<file path="src/rtl/xdr_pkg.sv">
package xdr_pkg;
  typedef enum logic [1:0] {
    SQ_IDLE = 2'd0,
    SQ_ADDR = 2'd1,
    SQ_HOLD = 2'd2,
    SQ_STRB = 2'd3
  } seq_state_e;
endpackage

</file>
<file path="src/rtl/xdr_aux_ram.sv">
module xdr_aux_ram #(
  parameter int DATA_W = 8,
  parameter int AW     = 8
) (
  input  logic              clk,
  input  logic              en,
  input  logic              we,
  input  logic [AW-1:0]     addr,
  input  logic [DATA_W-1:0] wdata,
  output logic [DATA_W-1:0] rdata
);
  localparam int DEPTH = 1 << AW;

  logic [DATA_W-1:0] mem [DEPTH];

  // read-first single port, inferable as block RAM
  always_ff @(posedge clk) begin
    if (en) begin
      if (we) mem[addr] <= wdata;
      rdata <= mem[addr];
    end
  end
endmodule

</file>
<file path="src/rtl/xdr_route_decode.sv">
module xdr_route_decode #(
  parameter int ADDR_W = 16,
  parameter int AUX_AW = 8
) (
  input  logic              ext_only,
  input  logic              wide,
  input  logic [ADDR_W-1:0] addr,
  output logic              to_aux,
  output logic [AUX_AW-1:0] aux_addr
);
  localparam int UPPER_W = ADDR_W - AUX_AW;

  logic upper_zero;

  assign upper_zero = (addr[ADDR_W-1:AUX_AW] == {UPPER_W{1'b0}});
  assign to_aux     = !ext_only && (!wide || upper_zero);
  assign aux_addr   = addr[AUX_AW-1:0];
endmodule

</file>
<file path="src/rtl/xdr_bus_seq.sv">
module xdr_bus_seq
  import xdr_pkg::*;
#(
  parameter int DATA_W        = 8,
  parameter int ADDR_W        = 16,
  parameter int STROBE_CYCLES = 3
) (
  input  logic                     clk,
  input  logic                     rst,
  input  logic                     start,
  input  logic                     is_write,
  input  logic                     wide,
  input  logic [ADDR_W-1:0]        addr,
  input  logic [DATA_W-1:0]        wdata,
  input  logic [DATA_W-1:0]        bus_ad_i,
  output logic                     busy,
  output logic                     done,
  output logic [DATA_W-1:0]        rdata,
  output logic [DATA_W-1:0]        bus_ad_o,
  output logic                     bus_ad_oe,
  output logic [ADDR_W-DATA_W-1:0] bus_hi,
  output logic                     bus_ale,
  output logic                     bus_wr_n,
  output logic                     bus_rd_n
);
  localparam int CNT_W = (STROBE_CYCLES < 2) ? 1 : $clog2(STROBE_CYCLES);
  localparam logic [CNT_W-1:0] CNT_LAST = CNT_W'(STROBE_CYCLES - 1);

  seq_state_e        state;
  logic [CNT_W-1:0]  cnt;
  logic              wr_q;
  logic [DATA_W-1:0] wd_q;

  assign busy = (state != SQ_IDLE);

  always_ff @(posedge clk) begin
    if (rst) begin
      state     <= SQ_IDLE;
      cnt       <= '0;
      wr_q      <= 1'b0;
      wd_q      <= '0;
      done      <= 1'b0;
      rdata     <= '0;
      bus_ad_o  <= '0;
      bus_ad_oe <= 1'b0;
      bus_hi    <= '0;
      bus_ale   <= 1'b0;
      bus_wr_n  <= 1'b1;
      bus_rd_n  <= 1'b1;
    end else begin
      done <= 1'b0;
      case (state)
        SQ_IDLE: begin
          if (start) begin
            bus_ale   <= 1'b1;
            bus_ad_oe <= 1'b1;
            bus_ad_o  <= addr[DATA_W-1:0];
            if (wide) bus_hi <= addr[ADDR_W-1:DATA_W];
            wr_q      <= is_write;
            wd_q      <= wdata;
            state     <= SQ_ADDR;
          end
        end
        SQ_ADDR: begin
          bus_ale <= 1'b0;
          state   <= SQ_HOLD;
        end
        SQ_HOLD: begin
          cnt   <= '0;
          state <= SQ_STRB;
          if (wr_q) begin
            bus_wr_n  <= 1'b0;
            bus_ad_o  <= wd_q;
            bus_ad_oe <= 1'b1;
          end else begin
            bus_rd_n  <= 1'b0;
            bus_ad_oe <= 1'b0;
          end
        end
        SQ_STRB: begin
          if (cnt == CNT_LAST) begin
            bus_wr_n  <= 1'b1;
            bus_rd_n  <= 1'b1;
            bus_ad_oe <= 1'b0;
            done      <= 1'b1;
            state     <= SQ_IDLE;
            if (!wr_q) rdata <= bus_ad_i;
          end else begin
            cnt <= cnt + 1'b1;
          end
        end
        default: state <= SQ_IDLE;
      endcase
    end
  end
endmodule

</file>
<file path="src/rtl/xdata_router.sv">
module xdata_router #(
  parameter int DATA_W        = 8,
  parameter int ADDR_W        = 16,
  parameter int AUX_AW        = 8,
  parameter int STROBE_CYCLES = 3
) (
  input  logic                     clk,
  input  logic                     rst,
  input  logic                     req_valid,
  input  logic                     req_write,
  input  logic                     req_wide,
  input  logic [ADDR_W-1:0]        req_addr,
  input  logic [DATA_W-1:0]        req_wdata,
  input  logic                     ext_only,
  output logic [DATA_W-1:0]        rsp_rdata,
  output logic                     rsp_done,
  output logic [DATA_W-1:0]        bus_ad_o,
  output logic                     bus_ad_oe,
  input  logic [DATA_W-1:0]        bus_ad_i,
  output logic [ADDR_W-DATA_W-1:0] bus_hi,
  output logic                     bus_ale,
  output logic                     bus_wr_n,
  output logic                     bus_rd_n
);
  logic              seq_busy;
  logic              seq_done;
  logic [DATA_W-1:0] seq_rdata;
  logic              route_aux;
  logic [AUX_AW-1:0] aux_addr;
  logic [DATA_W-1:0] aux_rdata;
  logic              accept;
  logic              go_aux;
  logic              go_ext;
  logic              aux_done_q;
  logic              sel_aux_q;

  assign accept = req_valid && !seq_busy;
  assign go_aux = accept && route_aux;
  assign go_ext = accept && !route_aux;

  xdr_route_decode #(.ADDR_W(ADDR_W), .AUX_AW(AUX_AW)) u_dec (
    .ext_only (ext_only),
    .wide     (req_wide),
    .addr     (req_addr),
    .to_aux   (route_aux),
    .aux_addr (aux_addr)
  );

  xdr_aux_ram #(.DATA_W(DATA_W), .AW(AUX_AW)) u_ram (
    .clk   (clk),
    .en    (go_aux),
    .we    (req_write),
    .addr  (aux_addr),
    .wdata (req_wdata),
    .rdata (aux_rdata)
  );

  xdr_bus_seq #(
    .DATA_W(DATA_W), .ADDR_W(ADDR_W), .STROBE_CYCLES(STROBE_CYCLES)
  ) u_seq (
    .clk       (clk),
    .rst       (rst),
    .start     (go_ext),
    .is_write  (req_write),
    .wide      (req_wide),
    .addr      (req_addr),
    .wdata     (req_wdata),
    .bus_ad_i  (bus_ad_i),
    .busy      (seq_busy),
    .done      (seq_done),
    .rdata     (seq_rdata),
    .bus_ad_o  (bus_ad_o),
    .bus_ad_oe (bus_ad_oe),
    .bus_hi    (bus_hi),
    .bus_ale   (bus_ale),
    .bus_wr_n  (bus_wr_n),
    .bus_rd_n  (bus_rd_n)
  );

  always_ff @(posedge clk) begin
    if (rst) begin
      aux_done_q <= 1'b0;
      sel_aux_q  <= 1'b0;
    end else begin
      aux_done_q <= go_aux;
      if (accept) sel_aux_q <= route_aux;
    end
  end

  assign rsp_done  = aux_done_q | seq_done;
  assign rsp_rdata = sel_aux_q ? aux_rdata : seq_rdata;
endmodule

</file>
<file path="config.mk">
export PLATFORM = sky130hd
export DESIGN_NAME = xdata_router
export DESIGN_NICKNAME = d
export VERILOG_FILES = /design/src/rtl/xdr_pkg.sv /design/src/rtl/xdr_aux_ram.sv /design/src/rtl/xdr_route_decode.sv /design/src/rtl/xdr_bus_seq.sv /design/src/rtl/xdata_router.sv
export SDC_FILE = /design/constraint.sdc
export NUM_CORES = 2
export LEC_CHECK = 0
export BUFFER_PORTS_ARGS = -buffer_cell sky130_fd_sc_hd__buf_2
export CORE_ASPECT_RATIO = 1.5
export CORE_MARGIN = 5
export CORE_UTILIZATION = 51
export CTS_BUF_LIST = sky130_fd_sc_hd__clkbuf_2 sky130_fd_sc_hd__clkbuf_4 sky130_fd_sc_hd__clkbuf_8
export DETAILED_ROUTE_END_ITERATION = 6
export PLACE_DENSITY = 0.66
export SYNTH_ARGS = -nofsm -noshare
export SYNTH_HDL_FRONTEND = slang
export SYNTH_SLANG_ARGS = --single-unit
</file>
<file path="constraint.sdc">
create_clock -name clk -period 3.8 [get_ports clk]
set_clock_uncertainty 0.15 [all_clocks]
set_input_delay 0.38 -clock clk [delete_from_list [all_inputs] [get_ports clk]]
set_output_delay 0.38 -clock clk [all_outputs]
set_load 0.05 [all_outputs]
</file>
# Word level (Yosys, flattened, before mapping)
# Memories as Yosys holds them, arrays and structs flattened. A register that Yosys moved wholly into a read port is not among the register bits.
# Index checks and enable logic that the tools add are counted.
[totals]
register_bits = 44
latchBits = 0
mem_bits_rw = 2048
mem_bits_ro = 0
input_bits = 38
out_inout_bits = 29
word_cells = 78
memories = 1
[op_classes]
n_addsub = 1
n_mul = 0
div = 0
order_cmp = 0
n_eq_ne = 9
shifts = 0
muxes = 23
bitwise = 3
reduce_logical = 27
[mem_list]
columns = ["memory", "words", "width", "read_ports", "rd_ports_with_merged_regs", "wr", "line_no", "rtl"]
rows = [
  ["u_ram.mem", 256, 8, 1, 1, 1, "xdr_aux_ram.sv:14", "logic [DATA_W-1:0] mem [DEPTH];"],
]
[op_table]
columns = ["cell", "count"]
rows = [
  ["$mux 8", 3],
  ["$reduce_and 3->1", 6],
  ["$pmux 8 s2", 1],
  ["$mux 1", 10],
  ["$logic_not 8->1", 1],
  ["$pmux 2 s4", 1],
  ["$reduce_and 2->1", 4],
  ["$reduce_bool 2->1", 4],
  ["$eq 2x2->1 const B", 3],
  ["$mux 2", 3],
  ["$ne 2x2->1 const B", 3],
  ["$pmux 1 s2", 3],
  ["$logic_and 1x1->1", 4],
  ["$logic_not 1->1", 4],
  ["$ne 2x1->1 const B", 2],
  ["$pmux 2 s2", 1],
  ["$pmux 1 s3", 1],
  ["$reduce_bool 3->1", 1],
  ["$add 2x1->2 const B", 1],
  ["$eq 2x1->1 const B", 1],
  ["$logic_not 2->1", 1],
  ["$not 1->1", 2],
  ["$reduce_or 2->1", 1],
  ["$logic_or 1x1->1", 1],
  ["$or 1x1->1", 1],
]

# Longest topological paths before layout
[depth]
depth_word = 7
ltp_mapped = 9
depth_no_buf = 7

# Cells and area by module
# From an unflattened synthesis, not the netlist that was laid out.
[hier_totals]
hier_cells = 3751
hier_area_um2 = 80517.2
[by_module_without_submodules]
columns = ["module", "instances", "cells_each", "area_each_um2", "seq_area_each_um2"]
rows = [
  ["xdr_aux_ram", 1, 3525, 78363.9, 61739.2],
  ["xdr_bus_seq", 1, 195, 1851.8, 840.8],
  ["xdata_router", 1, 19, 220.2, 40.0],
  ["xdr_route_decode", 1, 12, 81.3, 0.0],
]

# Worst setup path before layout
# OpenSTA, ideal clock, no wires.
[synth_timing]
path_kind = "input-to-reg"
start = "in req_addr[11]"
end = "mem u_ram.mem[110][0] (enable)"
setup_ns = 0.370
t_arrival_ns = 2.388
t_required_ns = 3.280
path_slack_ns = 0.892
cell_stages = 7
path_buffers = 1
path_cell_list = "or4_1 > o21ai_2 > nand4bb_2 > nor3b_2 > nand3_1 > buf_2 > nor2_1"
[synth_between]
elab_chain_len = 6
[synth_rtl]
columns = ["element", "line_no", "rtl"]
rows = [
  ["start: declaration", "xdata_router.sv:12", "input logic [ADDR_W-1:0] req_addr,"],
  ["$logic_not 8->1", "xdr_route_decode.sv:15", "assign upper_zero = (addr[ADDR_W-1:AUX_AW] == {UPPER_W{1'b0}});"],
  ["$logic_or 1x1->1", "xdr_route_decode.sv:16", "assign to_aux = !ext_only && (!wide || upper_zero);"],
  ["$logic_and 1x1->1", "xdr_route_decode.sv:16", ""],
  ["$logic_and 1x1->1", "xdata_router.sv:38", "assign go_aux = accept && route_aux;"],
  ["$mux 1", "xdr_aux_ram.sv:18", "if (en) begin"],
  ["$mux 1 (implied by the code)", "xdr_aux_ram.sv:19", "if (we) mem[addr] <= wdata;"],
  ["end: declaration", "xdr_aux_ram.sv:14", ""],
]
# No other way between the ends.

# Worst setup path after layout
[layout_timing]
start = "reg u_seq.state[1]"
end = "reg u_seq.bus_ad_o[5]"
[layout_between]
elab_chain_len = 6
word_cells_on_any_way = 11
cone_classes = "eq/ne: 3; mux: 1; reduce/logical: 7"
[layout_rtl]
columns = ["element", "line_no", "rtl"]
rows = [
  ["start: declaration", "xdr_bus_seq.sv:29", "seq_state_e state;"],
  ["start signal: assignment", "xdr_bus_seq.sv:38", "state <= SQ_IDLE;"],
  ["start signal: assignment", "xdr_bus_seq.sv:61", "state <= SQ_ADDR;"],
  ["start signal: assignment", "xdr_bus_seq.sv:66", "state <= SQ_HOLD;"],
  ["$reduce_bool 2->1", "xdr_bus_seq.sv:34", "assign busy = (state != SQ_IDLE);"],
  ["$logic_not 1->1", "xdata_router.sv:37", "assign accept = req_valid && !seq_busy;"],
  ["$logic_and 1x1->1", "xdata_router.sv:37", ""],
  ["$logic_and 1x1->1", "xdata_router.sv:39", "assign go_ext = accept && !route_aux;"],
  ["$ne 2x2->1 (no source line)", "n/a", ""],
  ["$reduce_and 3->1 (no source line)", "n/a", ""],
  ["end signal: assignment", "xdr_bus_seq.sv:57", "bus_ad_o <= addr[DATA_W-1:0];"],
  ["end signal: assignment", "xdr_bus_seq.sv:73", "bus_ad_o <= wd_q;"],
  ["end: declaration", "xdr_bus_seq.sv:19", "output logic [DATA_W-1:0] bus_ad_o,"],
]
# Several ways; a longest one is shown, not always the timed one.
# A chain may end at the register's enable or synchronous reset.

==> metrics <==
Rows=178; warning count from the yosys run=0; post-synth cell types=36; Hold WC Path Type=in2reg; H-tree depth reported by CTS=5; count of final setup violators=0; clock latency of the later-clocked register in the worst-skew pair=0.97 ns; number of synthesized register bits=2100; delay contributed by the slowest stage of the critical path=1.02 ns; total half-perimeter wirelength after legalization and detailed placement=125000 um; Pwr per Cell Area=491 nW/um^2; status=finished, final reports clean; Buf+Inv Stages, Crit Path=2; # Max-Cap Violations=0; required time reported for the critical path endpoint=4.57 ns; port buffer count=66; cell-internal power=35800 uW; Final Wtd Congestion=0.834; cell type of the slowest stage on the worst timing path=sky130_fd_sc_hd__a21oi_1; share of total power consumed by net switching=0.220; gate count after technology mapping=3746; part of the Yosys area used for sequential elements=0.781; critical path fanouts, max=16; Slew Limit Fails=0; unrepaired setup endpoints after global routing=no; worst-case headroom to the max-slew limit=0.154; total clock buffers created by CTS=304; core area=157000 um^2; wire length of the first global-routing pass=293000 um; Static Leakage=0.0300 uW; transition time of the tightest slew-check pin=1.25 ns; pin count of the biggest net entering global routing=131; die height=496 um; count of boundary I/O pins=67; Max rail drop VDD=0.369 mV; grt ovf=0; highest-count cells in the layout ignoring fill and taps=sky130_fd_sc_hd__edfxtp_1 (2056), sky130_fd_sc_hd__mux4_2 (512), sky130_fd_sc_hd__buf_4 (468), sky130_fd_sc_hd__clkbuf_8 (315), sky130_fd_sc_hd__nor2_1 (283); Syn Std Cell Area=80200 um^2; vias per inst=6.07; number of DRC markers after the initial detailed-route iteration=4143; layout overhead on the synthesized area=16.5%; share of cells above drive strength 1=0.340; Initial Utilization=0.512; initial antenna violation count=3; buffers from clock root to sink, at most=4; top area cells in the synthesized netlist=sky130_fd_sc_hd__edfxtp_1 (77%), sky130_fd_sc_hd__mux4_2 (14%), sky130_fd_sc_hd__a22oi_1 (2.4%), sky130_fd_sc_hd__nor2_1 (1.3%), sky130_fd_sc_hd__dfxtp_1 (1.1%); switching pwr=10100 uW; detailed-router iteration count before antenna repair=6; post-synth top area cell=sky130_fd_sc_hd__edfxtp_1; type of the setup path with the least slack=reg2reg; most common library cell in the layout ignoring fill and taps=sky130_fd_sc_hd__edfxtp_1; final hold viol count=0; Post-Route WL=199000 um; synthesized netlist net count=3789; mean instance size in the synthesized netlist=21.4 um^2; setup slack on the worst flop-to-flop path=0.40 ns; die area=166000 um^2; arrival time of the worst setup path=4.16 ns; vias after detailed routing=41063; post-CTS setup buffers=0; cell family with most CP delay=compound AO/OA/AOI/OAI gates; Final Critical Period=3.40 ns; root buffer cell=sky130_fd_sc_hd__clkbuf_8; Gates resized, CTS repair=0; clock slew at the register clock pins of the worst setup and hold paths=0.07 ns; critical path cell sequence=inv_1, ha_1, nand2_1, a21o_1, a21oi_1, nor2_1, a211oi_1, dlygate4sd3_1; remaining antenna violation count=0; via count of the first global-routing pass=43042; clock network fraction of total power=0.378; Gate power share=0.066; number of nets at the end of the flow=4524; number of sinks on the clock net=2100; horizontal die dimension=334 um; category of the worst setup path launch point=register; fin crit share=0.894; Max Clock Freq=295 MHz; fraction of post-synthesis cell area in the top cell type by area=0.770; Remaining DRCs=0; CTS tree=yes; combined global-route utilization of all metal layers=0.242; proportion of power drawn by flip-flops and latches=0.557; sum of internal, switching and leakage power=45900 uW; capturing element type of the critical path=register; minimum hold slack=0.136 ns; mean routed wirelength per cell=29.5 um
[worst min-delay path, delay by kind of cell]
| family | cells | cell delay [ns] |
|---|---|---|
| AND/OR/NAND/NOR | 1 | 0.12 |
| buffers and inverters | 1 | 0.18 |
| AO/OA/AOI/OAI | 3 | 0.52 |
[final cells by class]
cell class                 count  area [um^2]
inverter                       7         26.3
clock buffer                 397         4930
antenna                        3         7.51
tap                         2070         2590
fill                       10904        63100
sequential                  2100        62600
clock inverter               119          826
multi-input combinational   1400        16700
timing repair buffer         668         5800
[timing repair]
action / 4_1_cts / 5_1_grt
hold buffers: 81 / 1
setup endpoints to repair: 0 / 0
hold endpoints to repair: 601 / 4
[sequential cells by signal, summed over array words and instances (netlist names)]
name             count
u_seq.wd_q           8
u_seq.bus_ale        1
u_seq.wr_q           1
u_seq.cnt            2
aux_done_q           1
u_seq.rdata          8
u_seq.bus_ad_oe      1
u_seq.state          2
u_ram.mem         2048
u_seq.bus_rd_n       1
u_seq.bus_wr_n       1
u_seq.bus_hi         8
u_seq.done           1
sel_aux_q            1
u_ram.rdata          8
u_seq.bus_ad_o       8
[per-stage QoR]
step           setup slack, ns  area (um^2)  std cells  utilization  setup TNS [ns]
3_3_place_gp            -0.299        86900       6163        0.555          -0.767
4_1_cts                  0.475        93500       6760        0.597               0
5_1_grt                  0.133        93500       6762        0.597               0
3_5_place_dp            -0.294        86900       6163        0.555          -0.729
6_report                 0.405        93500       6764        0.597               0
2_1_floorplan            0.892        80200       3746            -               0
[synth_stat cells (all sizes together)]
| cell type | count |
|---|---|
| a211oi | 8 |
| xnor2 | 1 |
| nand2 | 61 |
| nand4 | 8 |
| a21oi | 157 |
| mux2i | 18 |
| buf | 83 |
| nand3 | 12 |
| nand4bb | 1 |
| ha | 5 |
| a21o | 1 |
| and2 | 3 |
| nor2 | 285 |
| nor2b | 8 |
| a22oi | 256 |
| nor3 | 8 |
| edfxtp | 2056 |
| mux2 | 8 |
| nand2b | 3 |
| a21bo | 1 |
| o21bai | 2 |
| clkbuf | 156 |
| dfxtp | 44 |
| o21ai | 2 |
| or2 | 3 |
| mux4 | 512 |
| o2111ai | 1 |
| or4 | 2 |
| nor3b | 2 |
| o41ai | 32 |
| inv | 7 |
[worst paths after layout]
path / start / endpoint / cells after the start
hold / removal: req_wide / u_seq.wd_q[6]$_SDFFE_PP0P_ / 5
setup reg to reg: u_seq.state[1]$_SDFFE_PP0P_ / u_seq.bus_ad_o[5]$_SDFFE_PP0P_ / 8
hold reg to reg: u_seq.wd_q[5]$_SDFFE_PP0P_ / u_seq.wd_q[5]$_SDFFE_PP0P_ / 2
setup / recovery: u_seq.state[1]$_SDFFE_PP0P_ / u_seq.bus_ad_o[5]$_SDFFE_PP0P_ / 8
[power groups by stage]
stage,Clock [uW],Combinational (uW),Sequential [uW]
after CTS,17700,3020,25600
after global routing,18800,3190,25600
after floorplan,0,1470,26200
after global placement,0,2870,26100
after detailed placement,0,2900,26100
final,17400,3010,25600
[cell families (layout without fill, tap and decap cells)]
family | count (synthesis) | in the layout | synth area share
AO/OA/AOI/OAI | 460 | 460 | 0.0387
XOR/XNOR | 1 | 1 | 0.000109
adder cells (fa/ha/maj) | 5 | 5 | 0.000780
buffers and inverters | 246 | 1191 | 0.0126
flip-flops | 2100 | 2100 | 0.781
multiplexers | 538 | 538 | 0.147
other | 0 | 3 | 0
AND/OR/NAND/NOR | 396 | 396 | 0.0202
[routing by layer]
layer / GRT usage / wire length, um
met5: 0 / 17
met4: 0.0978 / 8790
met3: 0.0430 / 13600
met2: 0.420 / 104000
met1: 0.307 / 72400
(Power assumes the default switching activity.)
